File: config.mk
export PLATFORM = sky130hd
export DESIGN_NAME = mshr_file
export DESIGN_NICKNAME = d
export VERILOG_FILES = /design/src/rtl/mshr_pkg.sv /design/src/rtl/mshr_lowest.sv /design/src/rtl/mshr_entry.sv /design/src/rtl/mshr_scoreboard.sv /design/src/rtl/mshr_file.sv
export SDC_FILE = /design/constraint.sdc
export NUM_CORES = 1
export LEC_CHECK = 0
export BUFFER_PORTS_ARGS = -buffer_cell sky130_fd_sc_hd__buf_4
export CAP_MARGIN = 20
export CORE_ASPECT_RATIO = 0.75
export CORE_MARGIN = 4
export CORE_UTILIZATION = 60
export CTS_BUF_LIST = sky130_fd_sc_hd__clkbuf_4 sky130_fd_sc_hd__clkbuf_8
export CTS_CLUSTER_DIAMETER = 60
export DETAILED_ROUTE_END_ITERATION = 6
export HOLD_SLACK_MARGIN = 0.1
export PLACE_DENSITY_LB_ADDON = 0.15
export SLEW_MARGIN = 20
export SYNTH_ARGS = -nofsm -noshare
export SYNTH_HDL_FRONTEND = slang
export SYNTH_HIERARCHICAL = 1
export SYNTH_SLANG_ARGS = --single-unit
File: constraint.sdc
create_clock -name clk -period 13.34 [get_ports clk]
set_input_delay 2.668 -clock clk [delete_from_list [all_inputs] [get_ports clk]]
set_output_delay 2.668 -clock clk [all_outputs]
set_load 0.005 [all_outputs]
File: src/rtl/mshr_pkg.sv
package mshr_pkg;
  typedef enum logic [1:0] {
    ENT_FREE = 2'd0,
    ENT_PEND = 2'd1,
    ENT_SENT = 2'd2
  } ent_state_e;
endpackage

File: src/rtl/mshr_lowest.sv
module mshr_lowest #(
  parameter int N = 4,
  localparam int IW = (N > 1) ? $clog2(N) : 1
) (
  input  logic [N-1:0]  req,
  output logic          found,
  output logic [IW-1:0] idx
);
  always_comb begin
    found = 1'b0;
    idx   = '0;
    for (int i = N - 1; i >= 0; i--) begin
      if (req[i]) begin
        found = 1'b1;
        idx   = IW'(i);
      end
    end
  end
endmodule

File: src/rtl/mshr_entry.sv
module mshr_entry import mshr_pkg::*; #(
  parameter int LINE_W = 16,
  parameter int WORDS  = 4,
  parameter int TGTS   = 2,
  parameter int REG_W  = 5,
  localparam int SLOTS  = WORDS * TGTS,
  localparam int WOFF_W = (WORDS > 1) ? $clog2(WORDS) : 1,
  localparam int TS_W   = (TGTS > 1) ? $clog2(TGTS) : 1,
  localparam int SI_W   = (SLOTS > 1) ? $clog2(SLOTS) : 1
) (
  input  logic                   clk,
  input  logic                   rst_n,
  input  logic                   alloc_i,
  input  logic                   merge_i,
  input  logic [WOFF_W-1:0]      word_i,
  input  logic [REG_W-1:0]       dest_i,
  input  logic [LINE_W-1:0]      line_i,
  input  logic                   issue_i,
  input  logic                   fill_i,
  output ent_state_e             state_o,
  output logic [LINE_W-1:0]      line_o,
  output logic [SLOTS-1:0]       tgt_v_o,
  output logic [SLOTS*REG_W-1:0] tgt_reg_o,
  output logic                   slot_free_o
);
  ent_state_e          state_q;
  logic [LINE_W-1:0]   line_q;
  logic [SLOTS-1:0]    tgt_v;
  logic [REG_W-1:0]    tgt_reg [SLOTS];
  logic                slot_hit;
  logic [TS_W-1:0]     slot_sel;
  logic [SI_W-1:0]     wr_idx;
  logic [SLOTS-1:0]    wr_onehot;

  // first unused slot of the requested word
  always_comb begin
    slot_hit = 1'b0;
    slot_sel = '0;
    for (int t = TGTS - 1; t >= 0; t--) begin
      if (!tgt_v[int'(word_i) * TGTS + t]) begin
        slot_hit = 1'b1;
        slot_sel = TS_W'(t);
      end
    end
    wr_idx    = SI_W'(int'(word_i) * TGTS + int'(slot_sel));
    wr_onehot = SLOTS'(1) << wr_idx;
  end

  always_ff @(posedge clk) begin
    if (!rst_n) begin
      state_q <= ENT_FREE;
      line_q  <= '0;
      tgt_v   <= '0;
    end else if (fill_i) begin
      state_q <= ENT_FREE;
      tgt_v   <= '0;
    end else begin
      if (alloc_i) begin
        state_q <= ENT_PEND;
        line_q  <= line_i;
        tgt_v   <= wr_onehot;
      end else if (merge_i) begin
        tgt_v   <= tgt_v | wr_onehot;
      end
      if (issue_i && state_q == ENT_PEND) state_q <= ENT_SENT;
    end
  end

  always_ff @(posedge clk) begin
    if (alloc_i || merge_i) tgt_reg[wr_idx] <= dest_i;
  end

  assign state_o     = state_q;
  assign line_o      = line_q;
  assign tgt_v_o     = tgt_v;
  assign slot_free_o = slot_hit;

  for (genvar s = 0; s < SLOTS; s++) begin : g_flat
    assign tgt_reg_o[s*REG_W +: REG_W] = tgt_reg[s];
  end

  assert_alloc_free_R1: assert property (@(posedge clk) disable iff (!rst_n)
    alloc_i |-> state_q == ENT_FREE);
  assert_merge_room_R3: assert property (@(posedge clk) disable iff (!rst_n)
    merge_i |-> (state_q != ENT_FREE) && slot_hit);
endmodule

File: src/rtl/mshr_scoreboard.sv
module mshr_scoreboard #(
  parameter int NREGS = 32,
  localparam int REG_W = (NREGS > 1) ? $clog2(NREGS) : 1
) (
  input  logic             clk,
  input  logic             rst_n,
  input  logic             set_en,
  input  logic [REG_W-1:0] set_idx,
  input  logic [NREGS-1:0] clr_mask,
  input  logic [REG_W-1:0] src_a,
  input  logic [REG_W-1:0] src_b,
  output logic [NREGS-1:0] empty_o,
  output logic             hold_o
);
  logic [NREGS-1:0] empty_q;
  logic [NREGS-1:0] set_mask;

  always_comb begin
    set_mask = '0;
    if (set_en) set_mask[set_idx] = 1'b1;
  end

  // a fill in the same cycle leaves the register full
  always_ff @(posedge clk) begin
    if (!rst_n) empty_q <= '0;
    else        empty_q <= (empty_q | set_mask) & ~clr_mask;
  end

  assign empty_o = empty_q;
  assign hold_o  = empty_q[src_a] | empty_q[src_b];

  assert_set_was_full_R5: assert property (@(posedge clk) disable iff (!rst_n)
    set_en |-> !empty_q[set_idx]);
  assert_set_lands_R1: assert property (@(posedge clk) disable iff (!rst_n)
    set_en && !clr_mask[set_idx] |=> empty_q[$past(set_idx)]);
endmodule

File: src/rtl/mshr_file.sv
module mshr_file import mshr_pkg::*; #(
  parameter int N_ENT  = 4,
  parameter int WORDS  = 4,
  parameter int TGTS   = 2,
  parameter int NREGS  = 32,
  parameter int LINE_W = 16,
  parameter int DATA_W = 32,
  localparam int REG_W  = (NREGS > 1) ? $clog2(NREGS) : 1,
  localparam int WOFF_W = (WORDS > 1) ? $clog2(WORDS) : 1,
  localparam int SLOTS  = WORDS * TGTS,
  localparam int EI_W   = (N_ENT > 1) ? $clog2(N_ENT) : 1
) (
  input  logic                    clk,
  input  logic                    rst_n,
  input  logic                    miss_valid,
  output logic                    miss_ready,
  input  logic [LINE_W-1:0]       miss_line,
  input  logic [WOFF_W-1:0]       miss_word,
  input  logic [REG_W-1:0]        miss_dest,
  output logic                    mem_req_valid,
  input  logic                    mem_req_ready,
  output logic [LINE_W-1:0]       mem_req_line,
  input  logic                    fill_valid,
  input  logic [LINE_W-1:0]       fill_line,
  input  logic [WORDS*DATA_W-1:0] fill_data,
  output logic [SLOTS-1:0]        wb_valid,
  output logic [SLOTS*REG_W-1:0]  wb_reg,
  output logic [SLOTS*DATA_W-1:0] wb_data,
  input  logic [REG_W-1:0]        dec_src_a,
  input  logic [REG_W-1:0]        dec_src_b,
  output logic                    dec_hold
);
  ent_state_e             ent_state [N_ENT];
  logic [LINE_W-1:0]      ent_line  [N_ENT];
  logic [SLOTS-1:0]       ent_tv    [N_ENT];
  logic [SLOTS*REG_W-1:0] ent_tr    [N_ENT];
  logic [N_ENT-1:0]       ent_room;
  logic [N_ENT-1:0]       busy_vec, free_vec, match_vec, pend_vec, fill_hit;
  logic [N_ENT-1:0]       alloc_e, merge_e, issue_e;
  logic                   any_match, any_free, any_pend;
  logic [EI_W-1:0]        match_idx, free_idx, pend_idx, req_idx;
  logic                   lock_v;
  logic [EI_W-1:0]        lock_idx;
  logic                   accept, fill_clash;
  logic [NREGS-1:0]       reg_empty, clr_mask;

  for (genvar e = 0; e < N_ENT; e++) begin : g_ent
    assign busy_vec[e]  = ent_state[e] != ENT_FREE;
    assign free_vec[e]  = !busy_vec[e];
    assign pend_vec[e]  = ent_state[e] == ENT_PEND;
    assign match_vec[e] = busy_vec[e] && ent_line[e] == miss_line;
    assign fill_hit[e]  = fill_valid && busy_vec[e] && ent_line[e] == fill_line;
    assign alloc_e[e]   = accept && !any_match && free_idx == EI_W'(e);
    assign merge_e[e]   = accept && any_match && match_idx == EI_W'(e);
    assign issue_e[e]   = mem_req_valid && mem_req_ready && req_idx == EI_W'(e);

    mshr_entry #(.LINE_W(LINE_W), .WORDS(WORDS), .TGTS(TGTS), .REG_W(REG_W)) u_entry (
      .clk         (clk),
      .rst_n       (rst_n),
      .alloc_i     (alloc_e[e]),
      .merge_i     (merge_e[e]),
      .word_i      (miss_word),
      .dest_i      (miss_dest),
      .line_i      (miss_line),
      .issue_i     (issue_e[e]),
      .fill_i      (fill_hit[e]),
      .state_o     (ent_state[e]),
      .line_o      (ent_line[e]),
      .tgt_v_o     (ent_tv[e]),
      .tgt_reg_o   (ent_tr[e]),
      .slot_free_o (ent_room[e])
    );
  end

  mshr_lowest #(.N(N_ENT)) u_pick_match (.req(match_vec), .found(any_match), .idx(match_idx));
  mshr_lowest #(.N(N_ENT)) u_pick_free  (.req(free_vec),  .found(any_free),  .idx(free_idx));
  mshr_lowest #(.N(N_ENT)) u_pick_pend  (.req(pend_vec),  .found(any_pend),  .idx(pend_idx));

  // miss acceptance
  assign fill_clash = fill_valid && fill_line == miss_line;
  assign miss_ready = !fill_clash && !reg_empty[miss_dest] &&
                      (any_match ? ent_room[match_idx] : any_free);
  assign accept     = miss_valid && miss_ready;

  // memory request with a lock so an offered line cannot change
  assign req_idx       = lock_v ? lock_idx : pend_idx;
  assign mem_req_valid = lock_v || any_pend;
  assign mem_req_line  = ent_line[req_idx];

  always_ff @(posedge clk) begin
    if (!rst_n) begin
      lock_v   <= 1'b0;
      lock_idx <= '0;
    end else begin
      lock_v   <= mem_req_valid && !mem_req_ready;
      lock_idx <= req_idx;
    end
  end

  // fill write-back lanes
  always_comb begin
    wb_valid = '0;
    wb_reg   = '0;
    for (int e = 0; e < N_ENT; e++) begin
      if (fill_hit[e]) begin
        wb_valid = wb_valid | ent_tv[e];
        wb_reg   = wb_reg | ent_tr[e];
      end
    end
  end

  for (genvar l = 0; l < SLOTS; l++) begin : g_lane
    assign wb_data[l*DATA_W +: DATA_W] = fill_data[(l / TGTS)*DATA_W +: DATA_W];
  end

  always_comb begin
    clr_mask = '0;
    for (int l = 0; l < SLOTS; l++) begin
      if (wb_valid[l]) clr_mask[wb_reg[l*REG_W +: REG_W]] = 1'b1;
    end
  end

  mshr_scoreboard #(.NREGS(NREGS)) u_sb (
    .clk      (clk),
    .rst_n    (rst_n),
    .set_en   (accept),
    .set_idx  (miss_dest),
    .clr_mask (clr_mask),
    .src_a    (dec_src_a),
    .src_b    (dec_src_b),
    .empty_o  (reg_empty),
    .hold_o   (dec_hold)
  );

  assert_unique_line_R2: assert property (@(posedge clk) disable iff (!rst_n)
    $onehot0(match_vec));
  assert_req_stable_R7: assert property (@(posedge clk) disable iff (!rst_n)
    mem_req_valid && !mem_req_ready |=> mem_req_valid && $stable(mem_req_line));
  assert_no_overflow_R4: assert property (@(posedge clk) disable iff (!rst_n)
    (&busy_vec) && !any_match |-> !miss_ready);
  assert_fill_single_R8: assert property (@(posedge clk) disable iff (!rst_n)
    $onehot0(fill_hit));
endmodule

==> results.txt <==
Grt ovf -> 0
Fmax -> 114 MHz
Slew headroom -> 0.174
Area Overhead vs Synth -> 0.788%
Compound-Gate Fraction of Synth Area -> 0.153
Area fraction of the dominant cell type after synthesis -> 0.242
Worst-path maximum fanout -> 9
H-tree levels -> 2
Buffer depth of the longest clock path -> 3
Worst Hold Class -> reg -> reg
Commonest non-fill, non-tap cell in the layout -> nand2_1
Vias in the first global route -> 15,600
TNS Setup -> 0 ps
Clock Sinks -> 299
Mux contribution to synthesized area -> 0.0596
Clock skew -> 31.3 ps
Slowest stage delay, CP -> 920 ps
Post-route non-filler standard cell count -> 2,350
Setup violators final -> 0
Input/output buffers -> 120
DR vias -> 17,300
Async SR Flop Fraction -> 0
Routed WL per cell -> 39.8 um
Crit path arrival time -> 6090 ps
Largest family of logic cells by synthesized area -> simple AND/OR/NAND/NOR gates
Post-Synthesis Cells -> 2,055
Starting Density -> 0.611
Crit Path Class -> in -> out
Top Metal Used -> met5
Design Area, Final -> 20,000 um2
Filler instances -> 2,686
Mean post-synth cell area -> 9.66 um2
Routed Antenna Nets -> 0
Peak supply drop -> 0.000121 V
GRT Total Usage -> 0.503
Status -> finished with violations
Initial drt markers -> 3,697
Post-synth cell types -> 75
Synth Area in Simple Gates -> 0.192
CP Cell Sequence -> buf_4 > xor2_1 > nor4_1 > nand4_1 > nor3_1 > nor2_1 > nor3_1 > mux4_2 > mux2i_1 > a311oi_1 > buf_4
Final net count -> 2,052
Slowest stage cell, crit path -> nor4_1
FP Rows -> 57
Worst slack, placed -> 4940 ps
Largest net degree at the start of global routing -> 108
Crit share post-route -> 0.657
Startpoint types -> primary input
Top cells by area in the synthesized netlist -> edfxtp_1 (24%), dfxtp_1 (14%), buf_4 (9.9%)
Drt total wl -> 93,400 um
Reg clk slew, reported paths -> 70 ps
Failing checks -> design-rule violations
DRC viols -> 16
Total power -> 2.03 mW
Most used DFF post-synth -> edfxtp_1
Tmin final -> 8760 ps
Die Span X -> 218 um
Hpwl dp -> 72,900 um
Synth warn -> 6
Pwr Density -> 101 nW/um2
CTS Buf Count -> 47
Resize count post-CTS -> 0
Share of cells above drive strength 1 -> 0.203
Placed instance area -> 19,100 um2
Leak -> 7.12 nW
Crit path capture type -> output port
Final Hold Vio Count -> 0
Hold Buf Count CTS -> 0
First-pass GRT wire length -> 127,000 um
Post-CTS Setup Bufs -> 0
Mapped Nets -> 2,237
Worst-margin pin slew -> 1230 ps
DRT Pass-1 Iters -> 7
Max Slew Vio Count -> 0
RD Place Congestion -> 1.07
Vias/cell -> 7.37
Antenna violations before repair -> 3
DP Cell Count -> 2,263
Setup slack, reg-to-reg -> 6980 ps
Clock Latency Late Sink -> 600 ps
CTS Root Cell -> clkbuf_8
Met2 routed WL -> 32,500 um
Num ports -> 505
Final setup margin -> 4580 ps
Placeable Area -> 32,500 um2
WP data required -> 10,670 ps
Number of flip-flops in the largest register -> 160
M1 WL -> 33,400 um
WL met3 -> 22,700 um
Synth Area in Adders -> 0
Number of flops mapped to enable cells by yosys -> 160
Most frequent cells in the layout -> nand2_1 (248), edfxtp_1 (160), buf_4 (156)
CTS tree -> done
Die ar. -> 36,100 um2
Synth Area in XOR/XNOR -> 0.0635
Seq/Total Area, Yosys -> 0.382
Yosys reg bits -> 299
Area leader, netlist -> edfxtp_1
RSZ-0062 raised after global routing -> no
Synthesized cell area -> 19,900 um2
Max cap viols -> 0
Die height -> 166 um
## routing by layer
layer / vias to the layer above / GRT usage
met1: 8274 / 0.654
met4: 12 / 0.181
met2: 1948 / 0.586
met5: - / 0.106
met3: 237 / 0.419
li1: 6857 / -
## critical path, delay by kind of cell
family                    cells  cell delay [ps]
and+or+nand+nor               5             2120
AOI/OAI and AO/OA             1              390
buffers and inverters         2              370
muxes                         2              370
xor gates and xnor gates      1              170
## final timing paths
kind / cells past startpoint / end / from
worst min-delay path: 2 / g_ent[3].u_entry/tgt_v_o[4] / g_ent[3].u_entry/tgt_v_o[4]
worst min register to register: 2 / g_ent[3].u_entry/tgt_v_o[4] / g_ent[3].u_entry/tgt_v_o[4]
worst max-delay path: 11 / miss_ready / miss_line[10]
worst max register to register: 14 / g_ent[3].u_entry/tgt_reg[2][2] / g_ent[2].u_entry/line_o[8]
## where the power goes
group          internal [mW]  switching (mW)  leakage (nW)
clock                  0.394           0.386         0.487
sequential             0.986          0.0222          2.57
combinational         0.0825           0.155          4.07
## cell usage after synthesis, types with 9 or more instances
master	number
a21boi_0	56
a21oi_1	40
a221oi_1	16
a22oi_1	45
a311oi_1	40
and3_1	56
and3b_1	11
buf_1	9
buf_2	41
buf_4	261
buf_6	14
clkbuf_1	65
dfxtp_1	139
edfxtp_1	160
inv_1	98
mux4_2	40
nand2_1	248
nand2b_1	23
nand3_1	50
nand3b_1	19
nand4_1	20
nor2_1	44
nor2b_1	18
nor3_1	49
nor3_2	11
nor3b_1	56
nor4_1	18
o2111ai_1	23
o22ai_1	52
o32ai_1	17
o32ai_2	16
or3_1	14
xnor2_1	55
xor2_1	89
## area by class of cell
| cell class | instances | area, um2 | area share |
|---|---|---|---|
| Inverter | 100 | 375 | 0.0188 |
| Antenna cell | 2 | 5.00 | 0.000250 |
| Sequential cell | 299 | 7590 | 0.379 |
| Clock inverter | 19 | 98.8 | 0.00494 |
| Timing Repair Buffer | 156 | 1170 | 0.0585 |
| Tap cell | 442 | 553 | 0.0276 |
| Multi-Input combinational cell | 1266 | 9410 | 0.470 |
| Clock buffer | 66 | 808 | 0.0404 |
## metrics by stage
stage               hold WS [ps]  utilization
global route                 515        0.615
global placement             474        0.586
finish                       492        0.615
floorplan                    458            -
CTS                          493        0.615
detailed placement           483        0.587
## logic make-up after synthesis
| kind of cell | Yosys count |
|---|---|
| multiplexers | 58 |
| flip-flops | 299 |
| buffers and inverters | 490 |
| AO/OA/AOI/OAI | 370 |
| AND/OR/NAND/NOR | 694 |
| XOR/XNOR | 144 |
Power figures use the tool's default switching activity.
